## config.mk

```make
export PLATFORM = sky130hd
export DESIGN_NAME = thin_erode_slice
export DESIGN_NICKNAME = d
export VERILOG_FILES = /design/src/rtl/thin_pkg.sv /design/src/rtl/thin_nbr_count.sv /design/src/rtl/thin_xing_test.sv /design/src/rtl/thin_pass_test.sv /design/src/rtl/thin_rst_sync.sv /design/src/rtl/thin_erode_slice.sv
export SDC_FILE = /design/constraint.sdc
export NUM_CORES = 1
export LEC_CHECK = 0
export CAP_MARGIN = 0
export CORE_AREA = 2 2 39 41
export DETAILED_ROUTE_END_ITERATION = 10
export DIE_AREA = 0 0 41 43
export DONT_BUFFER_PORTS = 1
export HOLD_SLACK_MARGIN = 0.1
export PLACE_DENSITY = 0.62
export SYNTH_ARGS = -nofsm -noshare
export SYNTH_HDL_FRONTEND = slang
export SYNTH_SLANG_ARGS = --single-unit
```

## constraint.sdc

```tcl
create_clock -name clk -period 0.8 [get_ports clk]
set_input_delay 0 -clock clk [delete_from_list [all_inputs] [get_ports clk]]
set_output_delay 0 -clock clk [all_outputs]
set_load 0.02 [all_outputs]
```

## src/rtl/thin_pkg.sv

```systemverilog
package thin_pkg;
  localparam int WIN_W  = 9;
  localparam int NBR_N  = 8;
  localparam int CNT_W  = $clog2(NBR_N) + 1;
  localparam int CTR    = 4;

  typedef struct packed {
    logic n;
    logic e;
    logic s;
    logic w;
  } edge_nbr_t;

  // clockwise ring starting top-left
  function automatic logic [NBR_N-1:0] ring_of(input logic [WIN_W-1:0] wv);
    logic [NBR_N-1:0] r;
    r[0] = wv[6];
    r[1] = wv[7];
    r[2] = wv[8];
    r[3] = wv[5];
    r[4] = wv[2];
    r[5] = wv[1];
    r[6] = wv[0];
    r[7] = wv[3];
    return r;
  endfunction
endpackage

```

## src/rtl/thin_nbr_count.sv

```systemverilog
module thin_nbr_count
  import thin_pkg::*;
#(
  parameter int N  = NBR_N,
  parameter int CW = CNT_W
) (
  input  logic [N-1:0] ring,
  output logic         cnt_ok
);
  // binary adder tree: leaves at N..2N-1, root at 1
  logic [CW-1:0] node [1:2*N-1];
  logic [CW-1:0] sum;

  for (genvar i = 0; i < N; i++) begin : g_leaf
    assign node[N+i] = CW'(ring[i]);
  end
  for (genvar j = 1; j < N; j++) begin : g_add
    assign node[j] = node[2*j] + node[2*j+1];
  end
  assign sum = node[1];

  // accept counts 2..6
  always_comb begin
    cnt_ok = (sum[1] ^ sum[2])
           | (sum[0] & ~sum[1] & sum[3])
           | (~sum[0] & sum[1] & ~sum[3]);
  end
endmodule

```

## src/rtl/thin_xing_test.sv

```systemverilog
module thin_xing_test
  import thin_pkg::*;
#(
  parameter int N = NBR_N
) (
  input  logic [N-1:0] ring,
  output logic         xing_ok
);
  logic [N-1:0] rise;

  for (genvar i = 0; i < N; i++) begin : g_step
    assign rise[i] = ~ring[i] & ring[(i+1) % N];
  end

  // exactly one 0->1 step around the ring
  assign xing_ok = $onehot(rise);
endmodule

```

## src/rtl/thin_pass_test.sv

```systemverilog
module thin_pass_test
  import thin_pkg::*;
(
  input  edge_nbr_t ed,
  input  logic      pass_sel,
  output logic      pass_ok
);
  logic ok_a;
  logic ok_b;

  always_comb begin
    ok_a = ~ed.e | ~ed.s | (~ed.n & ~ed.w);
    ok_b = ~ed.n | ~ed.w | (~ed.e & ~ed.s);
    pass_ok = pass_sel ? ok_b : ok_a;
  end
endmodule

```

## src/rtl/thin_rst_sync.sv

```systemverilog
module thin_rst_sync (
  input  logic clk,
  input  logic rst_n,
  output logic rst_q_n
);
  logic [1:0] sh_q;

  always_ff @(posedge clk or negedge rst_n) begin
    if (!rst_n) sh_q <= 2'b00;
    else        sh_q <= {sh_q[0], 1'b1};
  end

  assign rst_q_n = sh_q[1];
endmodule

```

## src/rtl/thin_erode_slice.sv

```systemverilog
module thin_erode_slice
  import thin_pkg::*;
#(
  parameter bit REG_OUT = 1'b1
) (
  input  logic             clk,
  input  logic             rst_n,
  input  logic [WIN_W-1:0] win,
  input  logic             pass_sel,
  output logic             pix_out,
  output logic             erode_flag
);
  logic [NBR_N-1:0] ring;
  edge_nbr_t        ed;
  logic             cnt_ok;
  logic             xing_ok;
  logic             pass_ok;
  logic             erode_c;
  logic             pix_c;
  logic             rst_q_n;

  assign ring = ring_of(win);
  assign ed   = '{n: win[7], e: win[5], s: win[1], w: win[3]};

  thin_nbr_count #(.N(NBR_N), .CW(CNT_W)) u_cnt (
    .ring   (ring),
    .cnt_ok (cnt_ok)
  );

  thin_xing_test #(.N(NBR_N)) u_xing (
    .ring    (ring),
    .xing_ok (xing_ok)
  );

  thin_pass_test u_pass (
    .ed       (ed),
    .pass_sel (pass_sel),
    .pass_ok  (pass_ok)
  );

  // only a foreground centre may be removed
  always_comb begin
    erode_c = win[CTR] & cnt_ok & xing_ok & pass_ok;
    pix_c   = win[CTR] & ~erode_c;
  end

  if (REG_OUT) begin : g_reg
    logic pix_d, flg_d;
    logic pix_q, flg_q;
    logic ld_en;

    thin_rst_sync u_rsync (
      .clk     (clk),
      .rst_n   (rst_n),
      .rst_q_n (rst_q_n)
    );

    assign ld_en = 1'b1;

    always_comb begin
      pix_d = pix_q;
      flg_d = flg_q;
      if (ld_en) begin
        pix_d = pix_c;
        flg_d = erode_c;
      end
    end

    always_ff @(posedge clk or negedge rst_q_n) begin
      if (!rst_q_n) begin
        pix_q <= 1'b0;
        flg_q <= 1'b0;
      end else begin
        pix_q <= pix_d;
        flg_q <= flg_d;
      end
    end

    assign pix_out    = pix_q;
    assign erode_flag = flg_q;
  end else begin : g_comb
    assign rst_q_n    = rst_n;
    assign pix_out    = pix_c;
    assign erode_flag = erode_c;
  end
endmodule

```

==> results of run 1 <==
==> sequential cells by signal, indices dropped and copies added, names as in the netlist <==
name and cells:
erode_flag 1, g_reg.u_rsync.sh_q 2, pix_out 1
==> cells by family (layout without fill, tap and decap cells) <==
logic type | Yosys count | after routing
AO/OA/AOI/OAI | 8 | 8
XOR/XNOR | 1 | 1
adder cells (fa/ha/maj) | 17 | 17
buffers and inverters | 20 | 36
flip-flops | 4 | 4
multiplexers | 1 | 1
other | 2 | 2
AND/OR/NAND/NOR | 15 | 15
==> layer usage <==
metal  GRT usage  share of wire  vias up
met5           0              0        -
met1      0.1846           0.37      217
met2      0.2750           0.58        4
li1            -              -      243
met4     0.04000          0.010        0
met3     0.04712          0.033        2
==> power by group <==
| group | internal, mW | switching (mW) |
|---|---|---|
| clock network | 0.168 | 0.0891 |
| registers | 0.222 | 0.0226 |
| logic | 0.381 | 0.385 |
==> worst paths after layout <==
check	startpoint	endpoint	slack, ns
max in group asynchronous	g_reg.u_rsync.sh_q[1]	pix_out	0.12
worst max-delay path	win[0]	erode_flag	-1.88
worst max register to register	g_reg.u_rsync.sh_q[1]	pix_out	0.12
worst min-delay path	win[5]	erode_flag	0.02
min in group asynchronous	rst_n	g_reg.u_rsync.sh_q[1]	0.53
worst min register to register	g_reg.u_rsync.sh_q[0]	g_reg.u_rsync.sh_q[1]	0.35
==> synthesized netlist by cell type (all sizes together) (2+ instances only) <==
cell   number  area share
nand2       4       0.025
ha          9        0.19
o21ai       3       0.025
dfrtp       4        0.17
inv        20        0.13
fa          8        0.27
nor2        6       0.038
conb        2       0.013
==> layout make-up <==
cell class                      count  area (sq um)
Clock buffer                        3         22.52
Fill cell                         127         581.8
Inverter                           20         85.08
Multi-Input combinational cell     44         466.7
Sequential cell                     4         100.1
Tap cell                           16         20.02
Timing Repair Buffer               13         107.6
==> worst max-delay path: stages <==
cell and delay (ns):
inv_8 0.01, fa_1 0.54, fa_1 0.43, fa_1 0.51, inv_2 0.05, ha_4 0.15, fa_2 0.55, inv_2 0.06
nor4b_4 0.26, a221oi_2 0.08, and2_1 0.17
==> timing repair <==
item                                    in CTS  in global routing
endpoints found under the setup margin       2                  2
endpoints found under the hold margin        6                  2
resized for setup                            0                  7
pin swaps                                    0                  2
==> per-stage QoR <==
stage          setup TNS, ns  cell area [sq um]
6_report              -3.739              802.0
5_1_grt               -3.935              802.0
4_1_cts               -3.794              768.2
3_5_place_dp          -4.280              705.7
3_3_place_gp          -4.242              705.7
2_1_floorplan         -4.014              618.1
==> key figures, run 1 <==
Status
  • Status: complete, but fails checks
  • Violated checks: negative setup slack

Timing
  • Final setup viols: 2
  • Maximum clock rate: 373.1 MHz
  • Worst hold margin: 0.02104 ns
  • Worst Slack Setup Final: -1.881 ns
  • Final setup skew: 0.0009035 ns
  • Final hold violations: 0
  • Final Critical Period: 2.681 ns
  • Final Max Tran Viols: 0
  • Unrepaired setup endpoints after global routing: yes
  • Crit share post-route: 3.351

Clocking
  • Total CTS buffers: 3
  • # Post-CTS Setup Buffers: 0
  • Clock sink total: 4
  • Worst-path clk slew: 0.04 ns
  • H-tree levels: 1
  • Hold_buf cts: 4
  • CTS root buf: clkbuf_4
  • Clk Latency, worst-skew pair: 0.24 ns
  • CTS Buffer Depth: 2
  • CTS tree: built

Global routing
  • Total GRT Usage: 0.1607
  • Vias in the first global route: 492
  • First-pass GRT wire length: 1932 microns
  • Largest net degree at the start of global routing: 6
  • Initial antenna violation count: 0
  • Overflow after GRT: 0

Worst setup path
  • R2R cell count: 1
  • Setup crit end kind: flip-flop
  • Worst Path Arrival: 2.81 ns
  • Worst setup path class: primary input to flip-flop
  • Data required, critical path: 0.92 ns
  • CP Launch Type: primary input
  • Max Fanout on Critical Path: 3

Placed design
  • Post-DP HPWL: 963.4 microns
  • Cell Count Post-Placement: 93
  • Port bufs: 0
  • Setup WS pre-CTS: -2.144 ns
  • GPL Wtd Cong: 0.7286

Yosys
  • Syn avg cell area: 8.814 sq um
  • Asr flop ratio synth: 1.000
  • Post-Synth Adder-Cell Area: 0.4551
  • Seq cells post-synth: 4
  • Synth cell types: 20
  • Synth warn: 0
  • Proportion of synthesized area in mux cells: 0.01670
  • Synth Flop Type: dfrtp_1
  • Synth Area in Compound Gates: 0.08977
  • Largest family of logic cells by synthesized area: adder cells
  • Post-synthesis simple-gate area fraction: 0.1190
  • Post-synth EDFFs: 0
  • Seq/Total Area, Yosys: 0.1670
  • Syn Nets: 97
  • Synth Instances: 68
  • XOR/XNOR Fraction of Synth Area: 0.01461
  • Syn Std Cell Area: 599.3 sq um

Pwr
  • Leak: 0.4045 nW
  • Total power: 1.267 mW
  • PwrDens: 1580 nW/um^2
  • Max IR drop VDD: 0.0009229 V

Floorplan
  • Die Ht: 43 microns
  • Initial Util: 0.4331
  • Rows: 14
  • Placeable Area: 1384 sq um
  • Die area: 1763 sq um
  • IO Pins: 14
  • Die W: 41 microns

Drt
  • DR iter-0 viols: 1
  • Vias per Instance: 4.660
  • DRC: 0
  • Routed vias: 466
  • Routed len/inst: 11.43 microns
  • DR pass1 iterations: 2
  • Antenna viol nets, final: 0
  • Routed wire length: 1143 microns

Job
  • Max Cap Viol: 0

Min path
  • Hold-critical path depth: 2
  • Hold Path Class: primary input to flip-flop

Cells and area
  • Commonest non-fill, non-tap cell in the layout: inv_1
  • Area growth syn-to-layout: 33.82%
  • Nets: 115
  • N_diodes: 0
  • Post-layout util: 0.5796
  • Layout cells sized above 1: 0.2619
  • Highest-count cells in the layout ignoring fill and taps: inv_1 (16), buf_4 (9), ha_1 (8)
  • Fin cells: 100
Power figures use the tool's default switching activity.
==> run 2: changes to the inputs <==
Settings changed: ABC_AREA set to 1, PLACE_DENSITY 0.62 to 0.63.
==> run 2 against run 1 <==
Net effect: the run still ends with negative setup slack left; synthesized area grew 3.3%; clock skew grew 0.0017 ns; via count grew 3.4%; largest cell class unchanged; largest power group unchanged; highest routed layer is now met3.
==> key figures, run 2 <==
Yosys
  • Seq cells post-synth: 4 (unchanged)
  • Syn avg cell area: 7.742 sq um (-12%)
  • Seq/Total Area, Yosys: 0.1616 (-0.005398)
  • Post-synth EDFFs: 0 (unchanged)
  • Syn Nets: 109 (+12%)
  • Synth warn: 0 (unchanged)
  • Synth Instances: 80 (+18%)
  • Commonest cells post-synth: inv_1 (23), nand2_1 (13), ha_1 (9), fa_1 (8), nor2_1 (8)
  • Syn Std Cell Area: 619.3 sq um (+3.3%)
  • Most common cell in the netlist: inv_1
  • Top cells by area, synth: fa_1 (26%), ha_1 (18%), dfrtp_1 (16%)
  • Post-synth top area cell: fa_1
  • Synth Flop Type: dfrtp_1
  • Synth cell types: 15 (-25%)
  • Yosys top cell area share: 0.2586 (-0.008638)
  • Asr flop ratio synth: 1.000 (unchanged)

Worst setup path
  • Max Fanout on Critical Path: 4 (+1)
  • Data required, critical path: 0.93 ns (about the same)
  • Setup crit end kind: flip-flop
  • CP Launch Type: primary input
  • Worst Path Arrival: 2.59 ns (-0.22 ns)
  • Worst setup path class: primary input to flip-flop

Clocking
  • CTS root buf: clkbuf_4
  • Clk Latency, worst-skew pair: 0.23 ns (about the same)
  • CTS Buffer Depth: 2 (unchanged)
  • CTS tree: built
  • H-tree levels: 1 (unchanged)
  • Total CTS buffers: 3 (unchanged)
  • Worst-path clk slew: 0.04 ns (about the same)
  • Clock sink total: 4 (unchanged)

Placed design
  • Port bufs: 0 (unchanged)
  • Post-DP HPWL: 994.3 microns (+3.2%)
  • DP Area: 716.9 sq um (+1.6%)
  • GPL Wtd Cong: 0.6902 (-5.3%)
  • Cell Count Post-Placement: 102 (+9.7%)
  • Setup WS pre-CTS: -2.001 ns (+0.1434 ns)

Floorplan
  • Placeable Area: 1384 sq um (unchanged)
  • Die W: 41 microns (unchanged)
  • IO Pins: 14 (unchanged)
  • Rows: 14 (unchanged)
  • Initial Util: 0.4476 (+0.01447)
  • Die area: 1763 sq um (unchanged)
  • Die Ht: 43 microns (unchanged)

Job
  • Max Cap Viol: 0 (unchanged)

Drt
  • DR pass1 iterations: 4 (+2)
  • Vias per Instance: 4.422 (-5.1%)
  • Routed wire length: 1129 microns (-1.2%)
  • Routed vias: 482 (+3.4%)
  • DR iter-0 viols: 4 (+3)
  • Antenna viol nets, final: 0 (unchanged)
  • Routed len/inst: 10.36 microns (-9.4%)
  • DRC: 0 (unchanged)

Status
  • Status: complete, but fails checks
  • Violated checks: negative setup slack

Timing
  • Unrepaired setup endpoints after global routing: yes
  • Setup TNS: -3.254 ns (+0.4858 ns)
  • Final hold violations: 0 (unchanged)
  • Final Critical Period: 2.465 ns (-0.2157 ns)
  • Worst Slack Setup Final: -1.665 ns (+0.2157 ns)
  • Final Max Tran Viols: 0 (unchanged)
  • Final setup viols: 2 (unchanged)
  • Maximum clock rate: 405.7 MHz (+8.7%)
  • Crit share post-route: 3.081 (-0.2696)
  • Final setup skew: 0.002600 ns (+0.001696 ns)

Cells and area
  • N_diodes: 0 (unchanged)
  • Highest-count cells in the layout ignoring fill and taps: inv_1 (20), nand2_1 (13), nor2_1 (8)
  • Max reg flops: 2 (unchanged)
  • Fin cells: 109 (+9.0%)
  • Fin area: 799.5 sq um (-0.31%)
  • Commonest non-fill, non-tap cell in the layout: inv_1
  • Layout cells sized above 1: 0.2473 (-0.01459)
  • Nets: 124 (+7.8%)
  • Largest Register: g_reg.u_rsync.sh_q
  • Area growth syn-to-layout: 29.09%

Global routing
  • First-pass GRT wire length: 2021 microns (+4.6%)
  • Total GRT Usage: 0.1680 (+0.007284)
  • Largest net degree at the start of global routing: 5 (-1)
  • Overflow after GRT: 0 (unchanged)
  • Vias in the first global route: 540 (+9.8%)
  • Initial antenna violation count: 0 (unchanged)

Pwr
  • Sequential power share: 0.224 (+0.031)
  • Pint: 0.6802 mW (-12%)
  • Switching Share: 0.3813 (-0.01046)
  • Total power: 1.099 mW (-13%)
  • Net switching power: 0.4192 mW (-16%)
  • Combinational share of power: 0.555 (-0.049)
  • Max IR drop VDD: 0.0008386 V (-9.1%)
  • Clock network power share: 0.221 (+0.018)
  • PwrDens: 1375 nW/um^2 (-13%)
  • Leak: 0.4262 nW (+5.4%)

Min path
  • Hold Path Class: primary input to flip-flop
[run 2: worst max-delay path, stage by stage]
cell,delay [ns]
inv_12,0.02
ha_4,0.15
ha_4,0.15
fa_1,0.50
inv_1,0.05
fa_1,0.42
inv_1,0.07
ha_2,0.17
inv_2,0.03
fa_1,0.48
nand3_1,0.07
nor2_1,0.11
nand2_1,0.06
nor2_1,0.12
nand3_2,0.08
nand2_1,0.07
inv_1,0.03
[run 2: area by class of cell]
type / instances / area (sq um)
Multi-Input combinational cell: 51 / 457.9
Fill cell: 138 / 584.3
Sequential cell: 4 / 100.1
Clock buffer: 3 / 22.52
Tap cell: 16 / 20.02
Timing Repair Buffer: 10 / 85.08
Inverter: 25 / 113.9
[run 2: per-layer routing]
metal / vias up / track usage / routed length, microns
li1: 254 / - / -
met1: 224 / 0.1716 / 417
met3: 0 / 0.06283 / 30
met2: 4 / 0.3094 / 681
met5: - / 0 / 0
met4: 0 / 0.02000 / 0
[run 2: cell families (layout without fill, tap and decap cells)]
kind of cell    after synthesis  in the layout  synth area share
fa+ha+maj                    17             17            0.4404
compound gates                3              3           0.02424
flops                         4              4            0.1616
buf+inv                      25             38            0.1515
simple gates                 29             29            0.2101
other cells                   2              2           0.01213
[run 2: repair_timing]
action	in CTS	in global routing
setup endpoints to repair	2	2
hold endpoints to repair	6	0
pin swaps	3	3
hold buffers	4	0
resized for setup	5	0
setup buffers	0	0
[run 2: stage by stage]
step	utilization	hold WS, ns
floorplan	-	-0.2956
global placement	0.5181	-0.2956
detailed placement	0.5181	-0.2956
CTS	0.5778	0.09106
global route	0.5778	0.1054
finish	0.5778	0.09128
[run 2: worst paths after layout]
| check | startpoint | to | slack (ns) | cells past startpoint |
|---|---|---|---|---|
| min | win[1] | erode_flag | 0.09 | 5 |
| min reg2reg | g_reg.u_rsync.sh_q[0] | g_reg.u_rsync.sh_q[1] | 0.35 | 0 |
| min in group asynchronous | rst_n | g_reg.u_rsync.sh_q[0] | 0.56 | 2 |
| max | win[1] | pix_out | -1.66 | 17 |
| max in group asynchronous | g_reg.u_rsync.sh_q[1] | pix_out | 0.11 | 1 |
| max reg2reg | g_reg.u_rsync.sh_q[1] | pix_out | 0.11 | 1 |
[run 2: power by group through the flow]
stage	sequential, mW	combinational (mW)	clock (mW)
finish	0.246	0.610	0.243
global route	0.248	0.726	0.277
CTS	0.246	0.629	0.258
detailed placement	0.251	0.595	0
global placement	0.250	0.569	0
floorplan	0.248	0.453	0
==> run 3: changes to the inputs <==
Settings changed: CELL_PAD_IN_SITES_DETAIL_PLACEMENT set to 2, CELL_PAD_IN_SITES_GLOBAL_PLACEMENT set to 2, CORE_AREA 2 2 39 41 to not set, CORE_UTILIZATION set to 34, DIE_AREA 0 0 41 43 to not set, PLACE_DENSITY 0.63 to 0.77.
==> run 3 against run 2 <==
Net effect: clock skew down 0.0024 ns; die area up 13%; critical path depth unchanged; the run ends with negative hold slack, negative setup slack left; routed wire length up 28%; largest cell class unchanged; largest power group unchanged; cell count up 4.6%.
==> key figures, run 3 (synthesis gave the netlist of run 2 again) <==
Status
  • Status: complete, but fails checks
  • Violated checks: negative hold slack, negative setup slack

Cells and area
  • Post-layout util: 0.4630 (-0.1148)
  • Fillers: 197 (+43%)
  • Max reg flops: 2 (unchanged)
  • Layout cells sized above 1: 0.2472 (about the same)
  • Nets: 120 (-3.2%)
  • N_diodes: 0 (unchanged)
  • Fin cells: 114 (+4.6%)
  • Area growth syn-to-layout: 27.68%
  • Commonest non-fill, non-tap cell in the layout: inv_1
  • Largest Register: g_reg.u_rsync.sh_q
  • Highest-count cells in the layout ignoring fill and taps: inv_1 (19), nand2_1 (13), nor2_1 (8)

Timing
  • Final Max Tran Viols: 0 (unchanged)
  • Worst Slack Setup Final: -1.674 ns (-0.008590 ns)
  • Maximum clock rate: 404.3 MHz (-0.35%)
  • Final Critical Period: 2.474 ns (+0.008590 ns)
  • Unrepaired setup endpoints after global routing: yes
  • Final setup skew: 0.0001591 ns (-0.002441 ns)
  • Final hold violations: 1 (+1)
  • Final setup viols: 2 (unchanged)
  • Worst hold margin: -0.1221 ns (-0.2133 ns)
  • Crit share post-route: 3.092 (+0.01074)

Worst setup path
  • Data required, critical path: 0.92 ns (about the same)
  • First element of the critical path: win[1]
  • Setup crit end kind: flip-flop
  • Worst r2r src: g_reg.u_rsync.sh_q[1]
  • Max Fanout on Critical Path: 4 (unchanged)
  • CP Launch Type: primary input
  • Worst Path Arrival: 2.60 ns (about the same)
  • Worst Setup EP: pix_out
  • R2R cell count: 1 (unchanged)
  • Worst setup path class: primary input to flip-flop
  • Worst flop-to-flop path endpoint: erode_flag
  • R2R setup slack: 0.10 ns (about the same)

Clocking
  • Hold_buf cts: 3 (-1)
  • # Post-CTS Setup Buffers: 0 (unchanged)
  • CTS root buf: clkbuf_4
  • CTS tree: built
  • CTS Buffer Depth: 2 (unchanged)
  • Total CTS buffers: 3 (unchanged)
  • Worst-path clk slew: 0.04 ns (about the same)
  • Clk Latency, worst-skew pair: 0.23 ns (about the same)
  • H-tree levels: 1 (unchanged)
  • Clock sink total: 4 (unchanged)

Floorplan
  • Die W: 44.68 microns (+9.0%)
  • Placeable Area: 1708 sq um (+23%)
  • Die area: 1996 sq um (+13%)
  • IO Pins: 14 (unchanged)
  • Die Ht: 44.68 microns (+3.9%)
  • Rows: 15 (+1)
  • Initial Util: 0.3626 (-0.08492)

Drt
  • DRC: 0 (unchanged)
  • Routed len/inst: 12.68 microns (+22%)
  • Routed wire length: 1445 microns (+28%)
  • Antenna viol nets, final: 0 (unchanged)
  • DR iter-0 viols: 4 (unchanged)
  • Routed vias: 506 (+5.0%)
  • Vias per Instance: 4.439 (+0.37%)
  • DR pass1 iterations: 2 (-2)

Global routing
  • Vias in the first global route: 650 (+20%)
  • Overflow after GRT: 0 (unchanged)
  • First-pass GRT wire length: 2663 microns (+32%)
  • Largest net degree at the start of global routing: 5 (unchanged)
  • Initial antenna violation count: 0 (unchanged)
  • Total GRT Usage: 0.1887 (+0.02069)

Placed design
  • Cell Count Post-Placement: 108 (+5.9%)
  • GPL Wtd Cong: 0.7238 (+4.9%)
  • Post-DP HPWL: 1281 microns (+29%)
  • Port bufs: 0 (unchanged)

Min path
  • Hold Path Class: primary input to flip-flop

Pwr
  • Leak: 0.4083 nW (-4.2%)
  • Max IR drop VDD: 0.0005281 V (-37%)
  • PwrDens: 1447 nW/um^2 (+5.2%)

Job
  • Max Cap Viol: 0 (unchanged)
-- run 3: cell types whose count changed in the layout (fill, tap and decap cells not counted) --
cell,delta
buf_4,-3
dlygate4sd3_1,-1
fa_1,-1
fa_2,+1
ha_2,-1
ha_4,+1
inv_1,-1
inv_2,+1
-- run 3: per-layer routing --
| metal | share of wire | wire length (microns) | GRT usage |
|---|---|---|---|
| met1 | 0.38 | 542 | 0.1866 |
| met2 | 0.58 | 838 | 0.3647 |
| met3 | 0.044 | 64 | 0.04898 |
| met4 | 0 | 0 | 0.07879 |
| met5 | 0 | 0 | 0 |
-- run 3: cell type report --
class,count,area (sq um),area share
clock buffers,3,22.52,0.02848
inverters,25,113.9,0.1440
multi-input cells,51,470.5,0.5949
flip-flops and latches,4,100.1,0.1266
well taps,25,31.28,0.03956
repair buffers,6,52.55,0.06646
-- run 3: worst min path at each step --
stage,startpoint,to,slack [ns],depth (start not counted)
5_1_grt,win[4],pix_out,-0.10,2
6_report,win[4],pix_out,-0.12,2
3_5_place_dp,rst_n,g_reg.u_rsync.sh_q[1],-0.30,0
4_1_cts,win[4],pix_out,-0.13,2
3_3_place_gp,rst_n,g_reg.u_rsync.sh_q[1],-0.30,0
2_1_floorplan,rst_n,g_reg.u_rsync.sh_q[0],-0.30,0
-- run 3: through the flow --
| step | hold slack [ns] | setup slack, ns | area, sq um | power, mW | setup TNS [ns] |
|---|---|---|---|---|---|
| floorplan | -0.2956 | -1.785 | 651.9 | 0.7009 | -3.530 |
| global placement | -0.2955 | -1.934 | 705.7 | 0.7981 | -3.774 |
| detailed placement | -0.2955 | -2.082 | 705.7 | 0.8585 | -4.064 |
| CTS | -0.1289 | -1.723 | 780.7 | 1.159 | -3.384 |
| global route | -0.1021 | -1.831 | 790.8 | 1.301 | -3.560 |
| finish | -0.1221 | -1.674 | 790.8 | 1.144 | -3.336 |
-- run 3: report_power, final --
part           internal (mW)  leakage [nW]  total (mW)  switching [mW]
combinational          0.295         0.346       0.650           0.355
clock                  0.168        0.0138       0.248          0.0805
sequential             0.222        0.0489       0.246          0.0235
total                  0.685         0.408        1.14           0.459
-- run 3: critical path, stage by stage --
cell     delay, ns
inv_12        0.02
ha_4          0.15
ha_4          0.15
fa_1          0.51
inv_1         0.05
fa_1          0.43
inv_1         0.07
ha_2          0.17
inv_2         0.04
fa_1          0.51
nand3_1       0.07
nor2_1        0.10
nand2_1       0.06
nor2_1        0.10
nand3_2       0.08
nand2_1       0.06
inv_1         0.03
-- run 3: repair_timing --
item	4_1_cts	5_1_grt
hold endpoints to repair	6	2
pin swaps	8	0
resized for setup	7	1
endpoints found under the setup margin	2	2
